`config.mk`:
```
export PLATFORM = sky130hd
export DESIGN_NAME = sysctl_regs
export DESIGN_NICKNAME = d
export VERILOG_FILES = /design/src/rtl/sysctl_pkg.sv /design/src/rtl/sysctl_refcnt.sv /design/src/rtl/sysctl_spd.sv /design/src/rtl/sysctl_regs.sv
export SDC_FILE = /design/constraint.sdc
export NUM_CORES = 1
export LEC_CHECK = 0
export BUFFER_PORTS_ARGS = -buffer_cell sky130_fd_sc_hd__buf_2
export CAP_MARGIN = 20
export CORE_MARGIN = 1
export CORE_UTILIZATION = 65
export CTS_BUF_LIST = sky130_fd_sc_hd__clkbuf_8
export DETAILED_ROUTE_END_ITERATION = 16
export PLACE_DENSITY = 0.8
export REMOVE_ABC_BUFFERS = 1
export SYNTH_ARGS = -nofsm -noshare
export SYNTH_HDL_FRONTEND = slang
export SYNTH_HIERARCHICAL = 1
export SYNTH_SLANG_ARGS = --single-unit
```
`constraint.sdc`:
```
create_clock -name clk -period 6.5 [get_ports clk]
set_input_delay 1.3 -clock clk [delete_from_list [all_inputs] [get_ports clk]]
set_output_delay 1.3 -clock clk [all_outputs]
set_load 0.1 [all_outputs]
```
`src/rtl/sysctl_pkg.sv`:
```
package sysctl_pkg;
  localparam int unsigned WORD_W = 32;
  localparam int unsigned ADDR_W = 7;
  typedef logic [WORD_W-1:0] word_t;
  typedef logic [ADDR_W-1:0] waddr_t;

  // word map
  localparam waddr_t W_IDENT    = 7'd0;
  localparam waddr_t W_PROC     = 7'd1;
  localparam waddr_t W_OSC      = 7'd2;
  localparam waddr_t W_CTRL     = 7'd3;
  localparam waddr_t W_STAT     = 7'd4;
  localparam waddr_t W_LOCK     = 7'd5;
  localparam waddr_t W_AUX      = 7'd7;
  localparam waddr_t W_SDRAM    = 7'd8;
  localparam waddr_t W_INIT     = 7'd9;
  localparam waddr_t W_REFCNT   = 7'd10;
  localparam waddr_t W_FLG_SET  = 7'd12;
  localparam waddr_t W_FLG_CLR  = 7'd13;
  localparam waddr_t W_NVF_SET  = 7'd14;
  localparam waddr_t W_NVF_CLR  = 7'd15;

  localparam logic [15:0] UNLOCK_KEY = 16'hA05F;
  localparam word_t IDENT_VAL = 32'h411A_3001;
  localparam word_t STAT_VAL  = 32'h0010_0000;
  localparam word_t OSC_RST   = 32'h0100_0048;
  localparam word_t AUX_RST   = 32'h0007_FEFF;
  localparam word_t SDRAM_RST = 32'h0001_1122;
  localparam word_t INIT_RST  = 32'h0000_0112;

  // control bits that are stored
  localparam int unsigned CTRL_LED_BIT   = 0;
  localparam int unsigned CTRL_REMAP_BIT = 2;
  localparam int unsigned CTRL_RST_BIT   = 3;

  function automatic logic [7:0] size_code(input int mb);
    if (mb >= 256)     return 8'h10;
    else if (mb >= 128) return 8'h0C;
    else if (mb >= 64)  return 8'h08;
    else if (mb >= 32)  return 8'h04;
    else                return 8'h00;
  endfunction

  function automatic logic [7:0] density_code(input int mb);
    if (mb >= 256)     return 8'd64;
    else if (mb >= 128) return 8'd32;
    else if (mb >= 64)  return 8'd16;
    else if (mb >= 32)  return 8'd4;
    else                return 8'd2;
  endfunction
endpackage

```
`src/rtl/sysctl_refcnt.sv`:
```
module sysctl_refcnt #(
  parameter int TICK_DIV = 4,
  parameter int CNT_W    = 32
) (
  input  logic             clk,
  input  logic             rst,
  output logic [CNT_W-1:0] count
);
  logic tick;

  generate
    if (TICK_DIV <= 1) begin : g_nodiv
      assign tick = 1'b1;
    end else begin : g_div
      localparam int DIV_W = $clog2(TICK_DIV);
      localparam logic [DIV_W-1:0] DIV_LAST = DIV_W'(TICK_DIV - 1);
      logic [DIV_W-1:0] div_q;
      always_ff @(posedge clk) begin
        if (rst)            div_q <= '0;
        else if (div_q == DIV_LAST) div_q <= '0;
        else                div_q <= div_q + 1'b1;
      end
      assign tick = (div_q == DIV_LAST);
    end
  endgenerate

  always_ff @(posedge clk) begin
    if (rst)       count <= '0;
    else if (tick) count <= count + 1'b1;
  end
endmodule

```
`src/rtl/sysctl_spd.sv`:
```
module sysctl_spd #(
  parameter int MEM_MB = 128
) (
  input  logic [4:0] idx,
  output logic [7:0] data
);
  import sysctl_pkg::*;
  localparam logic [7:0] DENSITY = density_code(MEM_MB);

  always_comb begin
    case (idx)
      5'd0:  data = 8'd128;
      5'd1:  data = 8'd8;
      5'd2:  data = 8'd4;
      5'd3:  data = 8'd11;
      5'd4:  data = 8'd9;
      5'd5:  data = 8'd1;
      5'd6:  data = 8'd64;
      5'd8:  data = 8'd2;
      5'd9:  data = 8'hA0;
      5'd10: data = 8'hA0;
      5'd13: data = 8'd8;
      5'd15: data = 8'd1;
      5'd16: data = 8'h0E;
      5'd17: data = 8'd4;
      5'd18: data = 8'h1C;
      5'd19: data = 8'd1;
      5'd20: data = 8'd2;
      5'd21: data = 8'h20;
      5'd22: data = 8'hC0;
      5'd27: data = 8'h30;
      5'd28: data = 8'h28;
      5'd29: data = 8'h30;
      5'd30: data = 8'h28;
      5'd31: data = DENSITY;
      default: data = 8'd0;
    endcase
  end
endmodule

```
`src/rtl/sysctl_regs.sv`:
```
module sysctl_regs #(
  parameter int MEM_MB   = 128,
  parameter int TICK_DIV = 4,
  parameter int CNT_W    = 32
) (
  input  logic        clk,
  input  logic        rst,
  input  logic        bus_we,
  input  logic        bus_re,
  input  logic [6:0]  bus_addr,
  input  logic [31:0] bus_wdata,
  output logic [31:0] bus_rdata,
  output logic        remap_en,
  output logic        reset_req
);
  import sysctl_pkg::*;

  localparam word_t SDRAM_INIT = SDRAM_RST | word_t'(size_code(MEM_MB));
  localparam word_t CTRL_MASK  = word_t'((1 << CTRL_LED_BIT) | (1 << CTRL_REMAP_BIT));

  word_t       osc_q, aux_q, ctrl_q, sdram_q, init_q, flags_q, nvflags_q;
  logic [15:0] lock_q;
  logic        unlocked;
  logic [CNT_W-1:0] refcnt;
  logic [7:0]  spd_byte;
  word_t       rd_val;

  assign unlocked = (lock_q == UNLOCK_KEY);

  sysctl_refcnt #(.TICK_DIV(TICK_DIV), .CNT_W(CNT_W)) u_refcnt (
    .clk(clk), .rst(rst), .count(refcnt)
  );

  sysctl_spd #(.MEM_MB(MEM_MB)) u_spd (
    .idx(bus_addr[4:0]), .data(spd_byte)
  );

  // register writes
  always_ff @(posedge clk) begin
    if (rst) begin
      osc_q     <= OSC_RST;
      aux_q     <= AUX_RST;
      ctrl_q    <= '0;
      lock_q    <= '0;
      sdram_q   <= SDRAM_INIT;
      init_q    <= INIT_RST;
      flags_q   <= '0;
      nvflags_q <= '0;
      remap_en  <= 1'b1;
    end else if (bus_we) begin
      case (bus_addr)
        W_OSC:     if (unlocked) osc_q <= bus_wdata;
        W_AUX:     if (unlocked) aux_q <= bus_wdata;
        W_CTRL: begin
          ctrl_q   <= bus_wdata & CTRL_MASK;
          remap_en <= ~bus_wdata[CTRL_REMAP_BIT];
        end
        W_LOCK:    lock_q    <= bus_wdata[15:0];
        W_SDRAM:   sdram_q   <= bus_wdata;
        W_INIT:    init_q    <= bus_wdata;
        W_FLG_SET: flags_q   <= flags_q | bus_wdata;
        W_FLG_CLR: flags_q   <= flags_q & ~bus_wdata;
        W_NVF_SET: nvflags_q <= nvflags_q | bus_wdata;
        W_NVF_CLR: nvflags_q <= nvflags_q & ~bus_wdata;
        default: ;
      endcase
    end
  end

  // single-cycle reset request
  always_ff @(posedge clk) begin
    if (rst) reset_req <= 1'b0;
    else     reset_req <= bus_we && (bus_addr == W_CTRL) && bus_wdata[CTRL_RST_BIT];
  end

  // read mux
  always_comb begin
    rd_val = '0;
    if (bus_addr[6:5] == 2'b10) begin
      rd_val = word_t'(spd_byte);
    end else if (bus_addr[6] == 1'b0) begin
      case (bus_addr)
        W_IDENT:   rd_val = IDENT_VAL;
        W_STAT:    rd_val = STAT_VAL;
        W_OSC:     rd_val = osc_q;
        W_CTRL:    rd_val = ctrl_q;
        W_LOCK:    rd_val = unlocked ? {15'd0, 1'b1, lock_q} : {16'd0, lock_q};
        W_AUX:     rd_val = aux_q;
        W_SDRAM:   rd_val = sdram_q;
        W_INIT:    rd_val = init_q;
        W_REFCNT:  rd_val = word_t'(refcnt);
        W_FLG_SET: rd_val = flags_q;
        W_NVF_SET: rd_val = nvflags_q;
        default:   rd_val = '0;
      endcase
    end
  end

  always_ff @(posedge clk) begin
    if (rst)         bus_rdata <= '0;
    else if (bus_re) bus_rdata <= rd_val;
  end
endmodule

```
# --- After elaboration in Yosys (flattened, before gate mapping) ---
# Memory sizes are Yosys's and may differ from the RTL's.
# Index checks and enable logic that the tools add are counted.
word_totals:
  mem_bits_ro: 256
  input_bits: 43
  n_memories: 1
  regBits: 278
op_classes:
  add_sub_neg: 2
  n_reduce_logical: 14
  eq_ne: 15
  mux: 6
  n_bitwise: 6
mem_list:
  columns: ["memory", "depth", "width", "read_ports", "rd_clocked_by_memory_dff", "write_ports", "line_no", "text"]
  rows:
  - ["(no name shown)", 32, 8, 1, 0, 0, "sysctl_spd.sv:11", "case (idx)"]
ops:
  columns: ["op", "count"]
  rows:
  - ["$pmux W32 S11", 1]
  - ["$pmux W32 S2", 2]
  - ["$and A32 B32 Y32", 2]
  - ["$mux W32", 2]
  - ["$or A32 B32 Y32", 2]
  - ["$eq A7 B4 Y1 const B", 7]
  - ["$add A32 B1 Y32 const B", 1]
  - ["$not A32 Y32", 1]
  - ["$eq A7 B3 Y1 const B", 3]
  - ["$mux W17", 1]
  - ["$eq A16 B16 Y1 const B", 1]
  - ["$eq A7 B2 Y1 const B", 2]
  - ["$reduce_and A2 Y1", 6]
  - ["$logic_not A7 Y1", 1]
  - ["$reduce_and A3 Y1", 2]
  - ["$eq A2 B2 Y1 const B", 2]
  - ["$reduce_bool A2 Y1", 2]
  - ["$add A2 B1 Y2 const B", 1]
  - ["$logic_and A1 B1 Y1", 2]
  - ["$reduce_or A2 Y1", 1]
  - ["$not A1 Y1", 1]

# --- Longest topological paths before layout ---
# Gate-level depths: netlist of run 1.
logic_depth:
  depth_word: 5
  depth_mapped: 9
  depth_no_buf: 9

# --- By module ---
# Netlist of run 1, hierarchy kept.
modules_own_cells:
  columns: ["module", "area_per_inst_um2", "seq_area_each_um2", "n_inst", "cells_per_inst"]
  rows:
  - ["sysctl_regs", 10895.4, 4884.7, 1, 1274]
  - ["sysctl_refcnt", 1577.8, 680.7, 1, 182]
  - ["sysctl_spd", 305.3, 0.0, 1, 40]

# --- Worst setup path before layout of run 1 ---
# No wires, ideal clock.
synth_timing:
  path_kind: "in2reg"
  start: "input port bus_addr[0]"
  end: "register lock_q[10]"
  arrival_ns: 2.879
  cell_stages: 9
  path_slack_ns: 3.493
  n_path_buf: 4
  required_time_ns: 6.372
  cell_sequence: "buf_2 and2_1 clkbuf_1 nand2_1 nor3b_1 buf_2 buf_4 mux2i_1 nor2_1"
synth_via:
  elab_chain_cells: 2
synth_rtl:
  columns: ["item", "line_no", "text"]
  rows:
  - ["from (decl)", "sysctl_regs.sv:10", "input logic [6:0] bus_addr,"]
  - ["$eq A7 B3 Y1", "sysctl_regs.sv:51", "case (bus_addr)"]
  - ["$reduce_and A2 Y1 (no line)", null, null]
  - ["to (signal assigned)", "sysctl_regs.sv:58", "W_LOCK: lock_q <= bus_wdata[15:0];"]
  - ["to (decl)", "sysctl_regs.sv:22", "logic [15:0] lock_q;"]
# Every way passes these cells.
# A chain may end at the register's enable or synchronous reset.

==> results of run 1 <==
## layout make-up
type                    count  area, um2
multi-input cells        1049       6500
flip-flops and latches    278       5570
fillers                  1479       5100
clock buffers              53        729
repair buffers             97        562
well taps                 260        325
clock inverters            20        110
inverters                  17       63.8
diodes                      1       2.50
## stage by stage
stage / hold slack (ns) / instances / cell area [um2] / setup slack [ns] / utilization
floorplan: 0.400 / 1344 / 12100 / 1.70 / -
global placement: 0.412 / 1701 / 13000 / 2.31 / 0.687
detailed placement: 0.427 / 1701 / 13000 / 2.23 / 0.687
CTS: 0.436 / 1774 / 13900 / 2.79 / 0.731
global route: 0.443 / 1774 / 13900 / 2.56 / 0.731
finish: 0.434 / 1775 / 13900 / 2.64 / 0.731
## kinds of logic (layout without fill, tap and decap cells)
family,count (synthesis),count (layout),share of synthesized area
AO/OA/AOI/OAI,413,413,0.212
XOR/XNOR,14,14,0.00960
adder cells (fa/ha/maj),8,8,0.00783
buffers and inverters,169,187,0.0587
flip-flops,278,278,0.436
multiplexers,112,112,0.0926
other,0,1,0
AND/OR/NAND/NOR,502,502,0.184
## per-layer routing
metal  wire length [um]  GRT usage
met1              15400      0.508
met2              17300      0.583
met3               5270      0.125
met4               1420      0.170
met5                  0          0
## power breakdown
part           switching, W  leakage (nW)  internal, W
Sequential       0.00000335          2.24      0.00171
Clock              0.000675         0.491     0.000773
Combinational      0.000158          2.45    0.0000528
## worst paths after layout
kind | startpoint | to | slack [ns] | cells past startpoint
max | bus_addr[3] | flop | 2.64 | 8
min | u_refcnt/g_div.div_q[0]$_SDFF_PP0_ | u_refcnt/g_div.div_q[0]$_SDFF_PP0_ | 0.43 | 1
min reg2reg | u_refcnt/g_div.div_q[0]$_SDFF_PP0_ | u_refcnt/g_div.div_q[0]$_SDFF_PP0_ | 0.43 | 1
max reg2reg | lock_q[10]$_SDFFE_PP0P_ | aux_q[6]$_SDFFE_PP1P_ | 3.43 | 6
## layout by cell type (no fill, tap or decap), drive strengths merged, types with 5 or more instances in the layout
cell type,n
dfxtp,278
nand2,243
a21oi,169
buf,97
nor2,92
mux2i,83
clkbuf,53
a311oi,51
nand3,43
o21ai,40
inv,32
mux2,27
a22oi,23
a211oi,22
nor2b,22
nand4,16
nor3,16
a22o,14
a221oi,14
o22ai,12
or4,11
and3,11
nand2b,10
or3,10
o2bb2ai,10
o31ai,10
a31oi,9
a32oi,8
xor2,8
ha,8
o211ai,7
xnor2,6
a222oi,6
nor4,5
==> results.json, run 1 <==
{
  "cpMaxStageDelayCell": "nor2_4",
  "ctsHoldBuffers": 0,
  "ys_ff_latch": 278,
  "cp_data_arrival_time_ns": 4.31,
  "cts-buffers-inserted": 45,
  "setup_viol": 0,
  "grt_pass1_vias": 10934,
  "ctsLongestPathBuffers": 3,
  "start_util": 0.674,
  "dieWidth_um": 142,
  "worstHoldPathType": "reg2reg",
  "syn_area_per_cell_um2": 8.54,
  "synth_edf_count": 0,
  "grt_pass1_wl_um": 60400,
  "cts_resized": 0,
  "gr-total-overflow": 0,
  "cp.required_ns": 6.95,
  "core_area_um2": 19000,
  "hold_viol_final": 0,
  "synth_area_leaders": "dfxtp_1 44%, nand2_1 7.1%, a21oi_1 6.6%, mux2i_1 6.5%, a311oi_1 3.5%",
  "first_pass_iters": 6,
  "htreeDepth": 2,
  "cts-root-buf": "clkbuf_8",
  "critPathMostFrequentCell": "buf_4",
  "fin_crit_sh": 0.594,
  "drive_gt1_frac": 0.133,
  "worst-path-buf-inv": 3,
  "yosys.area.top_type_share": 0.436,
  "synth.most_common_cell": "dfxtp_1",
  "critPathTopFamily": "buffers and inverters",
  "place.port_buffers": 76,
  "rsz0062_at_grt": "false",
  "area_growth_pct": 8.44,
  "yosysSeqAreaShare": 0.436,
  "dp_hpwl_um": 24200,
  "avgRoutedWirePerCell_um": 22.2,
  "setup_tns_ns": 0,
  "status": "completed",
  "grt_usage": 0.388,
  "antenna_found_initial": 0,
  "grt_max_degree": 201,
  "synthArstFlopShare": 0,
  "worstPathMaxFanout": 27,
  "nets": 1539,
  "postSynthCellCount": 1496,
  "gp_routability_congestion": 0.912,
  "ys.flop_type": "dfxtp_1",
  "ant_nets": 0,
  "path_cells": "buf_2 -> nor4b_4 -> buf_4 -> nand3_1 -> nor2_4 -> buf_4 -> a21oi_1 -> a311oi_1",
  "wl_um": 39300,
  "finClkSkew_ns": 0.0213,
  "insertion_delay_ns": 0.56,
  "drtIter0Drc": 1531,
  "ios": 77,
  "cts_tree": "done",
  "rows": 50,
  "p_leak_nw": 5.18,
  "dieHeight_um": 142,
  "yosysTopAreaCell": "dfxtp_1",
  "cpPeakStageDelay_ns": 0.67,
  "yosysWarnings": 6,
  "syn_area_um2": 12800,
  "synthDistinctLibCells": 67,
  "final_max_slew_viol_count": 0,
  "path_class": "in2reg",
  "route.vias.total": 11882,
  "cp-start-kind": "input port",
  "post_cts_buffers": 0,
  "viasPerCell": 6.69,
  "drc": 0,
  "p_per_area_nw_per_um2": 243,
  "cts_sinks": 278,
  "peakVddDrop_mv": 0.164,
  "max_freq_mhz": 259,
  "die-area_um2": 20200,
  "critPathCaptureType": "flop",
  "clk_pin_slew_ns": 0.06,
  "netlist_top_cells_count": "278 x dfxtp_1, 243 x nand2_1, 169 x a21oi_1, 96 x clkbuf_1, 92 x nor2_1",
  "maxCapViolations": 0,
  "max_slew_margin": 0.235,
  "period_minus_slack_ns": 3.86,
  "finalPower_w": 0.00337,
  "tightest_slew_ns": 1.15
}
(Power assumes the default switching activity.)
==> run 2, diff against run 1 <==
CORE_UTILIZATION = 57   (was 65)
PLACE_DENSITY = 0.74   (was 0.8)
clock period = 3.5 ns   (was 6.5 ns; I/O delays follow)
==> run 2 against run 1 <==
Clock skew grew 0.0098 ns. Final area rose by 3.2%. Critical path depth decreased by 3. Routed wire length up 5.4%. Cell count rose by 3.8%. Sequential share of layout area shrank 1.2 points. Hold slack worse by 0.011 ns.
==> results.json, run 2 (synthesized netlist as in run 1, its figures left out) <==
{
  "p_int_w": 0.00482,
  "ctsLongestPathBuffers": 3,
  "final_max_slew_viol_count": 0,
  "reg2reg_from": "lock_q[2]$_SDFFE_PP0P_",
  "whs_path_depth": 2,
  "hold_viol_final": 0,
  "area_growth_pct": 11.9,
  "finalWorstSetupSlack_ns": 0.891,
  "layout_commonest_cell": "dfxtp_1",
  "nets": 1581,
  "cp_data_arrival_time_ns": 3.07,
  "dieHeight_um": 152,
  "ant_nets": 0,
  "grt_max_degree": 85,
  "rows": 54,
  "setup_viol": 0,
  "cts-buffers-inserted": 46,
  "ff2ff_setup_slack_ns": 0.89,
  "cts_tree": "done",
  "drive_gt1_frac": 0.157,
  "first_pass_iters": 8,
  "max_freq_mhz": 383,
  "clk_pin_slew_ns": 0.06,
  "grt_usage": 0.360,
  "grt_pass1_wl_um": 62900,
  "final_cell_mix": "278 x dfxtp_1, 243 x nand2_1, 169 x a21oi_1",
  "max_slew_margin": 0.382,
  "htreeDepth": 2,
  "met2_usage": 0.550,
  "cp.required_ns": 3.97,
  "postPlaceCellArea_um2": 13400,
  "cts_resized": 0,
  "critPathCaptureType": "flop",
  "maxCapViolations": 0,
  "core_area_um2": 21900,
  "place.port_buffers": 76,
  "setup_tns_ns": 0,
  "peakVddDrop_mv": 0.279,
  "p_per_area_nw_per_um2": 449,
  "dieWidth_um": 152,
  "start_util": 0.584,
  "ios": 77,
  "drtIter0Drc": 1313,
  "cp-start-kind": "flop",
  "route.vias.total": 11929,
  "path_class": "reg2reg",
  "ctsHoldBuffers": 0,
  "avgRoutedWirePerCell_um": 22.5,
  "worstPathMaxFanout": 19,
  "clkPwrFrac": 0.438,
  "tightest_slew_ns": 0.924,
  "dp_hpwl_um": 27100,
  "grt_util_met1": 0.496,
  "wl_um": 41500,
  "drc": 0,
  "die-area_um2": 23000,
  "reg2regPathDepth": 5,
  "p_sw_w": 0.00161,
  "period_minus_slack_ns": 2.61,
  "seq_power_share": 0.495,
  "finClkSkew_ns": 0.0311,
  "cts_sinks": 278,
  "gp_routability_congestion": 0.936,
  "cts-root-buf": "clkbuf_8",
  "post_cts_buffers": 0,
  "fin_crit_sh": 0.745,
  "min_from": "bus_wdata[17]",
  "busiest_layer": "met2",
  "use_met3": 0.0674,
  "stdcell_area_um2": 14300,
  "gr-total-overflow": 0,
  "finalPower_w": 0.00642,
  "rsz0062_at_grt": "false",
  "insertion_delay_ns": 0.58,
  "diodes": 0,
  "dp_worst_setup_slack_ns": 0.643,
  "antenna_found_initial": 0,
  "r2r_end": "osc_q[24]$_SDFFE_PP1P_",
  "p_leak_nw": 5.44,
  "viasPerCell": 6.47,
  "n_fill_cell": 1884,
  "pwr-share-comb": 0.066,
  "grt_pass1_vias": 10955,
  "status": "completed",
  "p_sw_frac": 0.250,
  "worstHoldPathType": "in2reg"
}
-- run 2: cell types whose count changed in the layout (fill, tap and decap cells not counted), sizes merged --
cell,before,now
buf,97,138
diode,1,0
clkbuf,53,60
clkinv,4,3
inv,32,34
clkinvlp,0,1
bufinv,1,0
-- run 2: stage by stage --
| step | utilization | std cells | hold WS, ns |
|---|---|---|---|
| 4_1_cts | 0.653 | 1843 | 0.419 |
| 3_5_place_dp | 0.611 | 1762 | 0.427 |
| 6_report | 0.653 | 1843 | 0.423 |
| 3_3_place_gp | 0.611 | 1762 | 0.412 |
| 2_1_floorplan | - | 1344 | 0.400 |
| 5_1_grt | 0.653 | 1843 | 0.442 |
-- run 2: metal layers --
metal,share of wire,up-vias
met4,0.037,0
met2,0.44,680
met5,0,-
met1,0.41,5670
li1,-,5467
met3,0.11,112
-- run 2: worst max path at each step --
| stage | depth (start not counted) | slack, ns | endpoint | start |
|---|---|---|---|---|
| global route | 5 | 0.84 | osc_q[24]$_SDFFE_PP1P_ | lock_q[10]$_SDFFE_PP0P_ |
| floorplan | 5 | -0.70 | flop | bus_addr[6] |
| detailed placement | 10 | 0.64 | bus_rdata[3]$_SDFFE_PP0P_ | bus_addr[0] |
| global placement | 7 | 0.68 | bus_rdata[8]$_SDFFE_PP0P_ | bus_addr[4] |
| finish | 5 | 0.89 | osc_q[24]$_SDFFE_PP1P_ | lock_q[2]$_SDFFE_PP0P_ |
| CTS | 5 | 0.92 | osc_q[24]$_SDFFE_PP1P_ | lock_q[10]$_SDFFE_PP0P_ |
-- run 2: worst max-delay path, cell delays in order (launching register included) --
cell and delay, ns:
dfxtp_1 0.35, or4bb_1 0.59, nor4_2 0.52, nand3_4 0.41, buf_12 0.30, a211o_1 0.30
-- run 2: layout make-up --
cell class                 instances  area (um2)  area share
timing repair buffer             138         907      0.0635
multi-input combinational       1049        6500       0.454
sequential                       278        5570       0.389
tap                              280         350      0.0245
clock inverter                    21        85.1     0.00595
clock buffer                      60         826      0.0578
inverter                          17        63.8     0.00446
-- run 2: power by group through the flow --
stage          Combinational [W]  Clock [W]  Sequential [W]
2_1_floorplan           0.000125          0         0.00326
3_3_place_gp            0.000408          0         0.00325
3_5_place_dp            0.000410          0         0.00325
4_1_cts                 0.000411    0.00283         0.00318
5_1_grt                 0.000443    0.00297         0.00318
6_report                0.000427    0.00282         0.00318
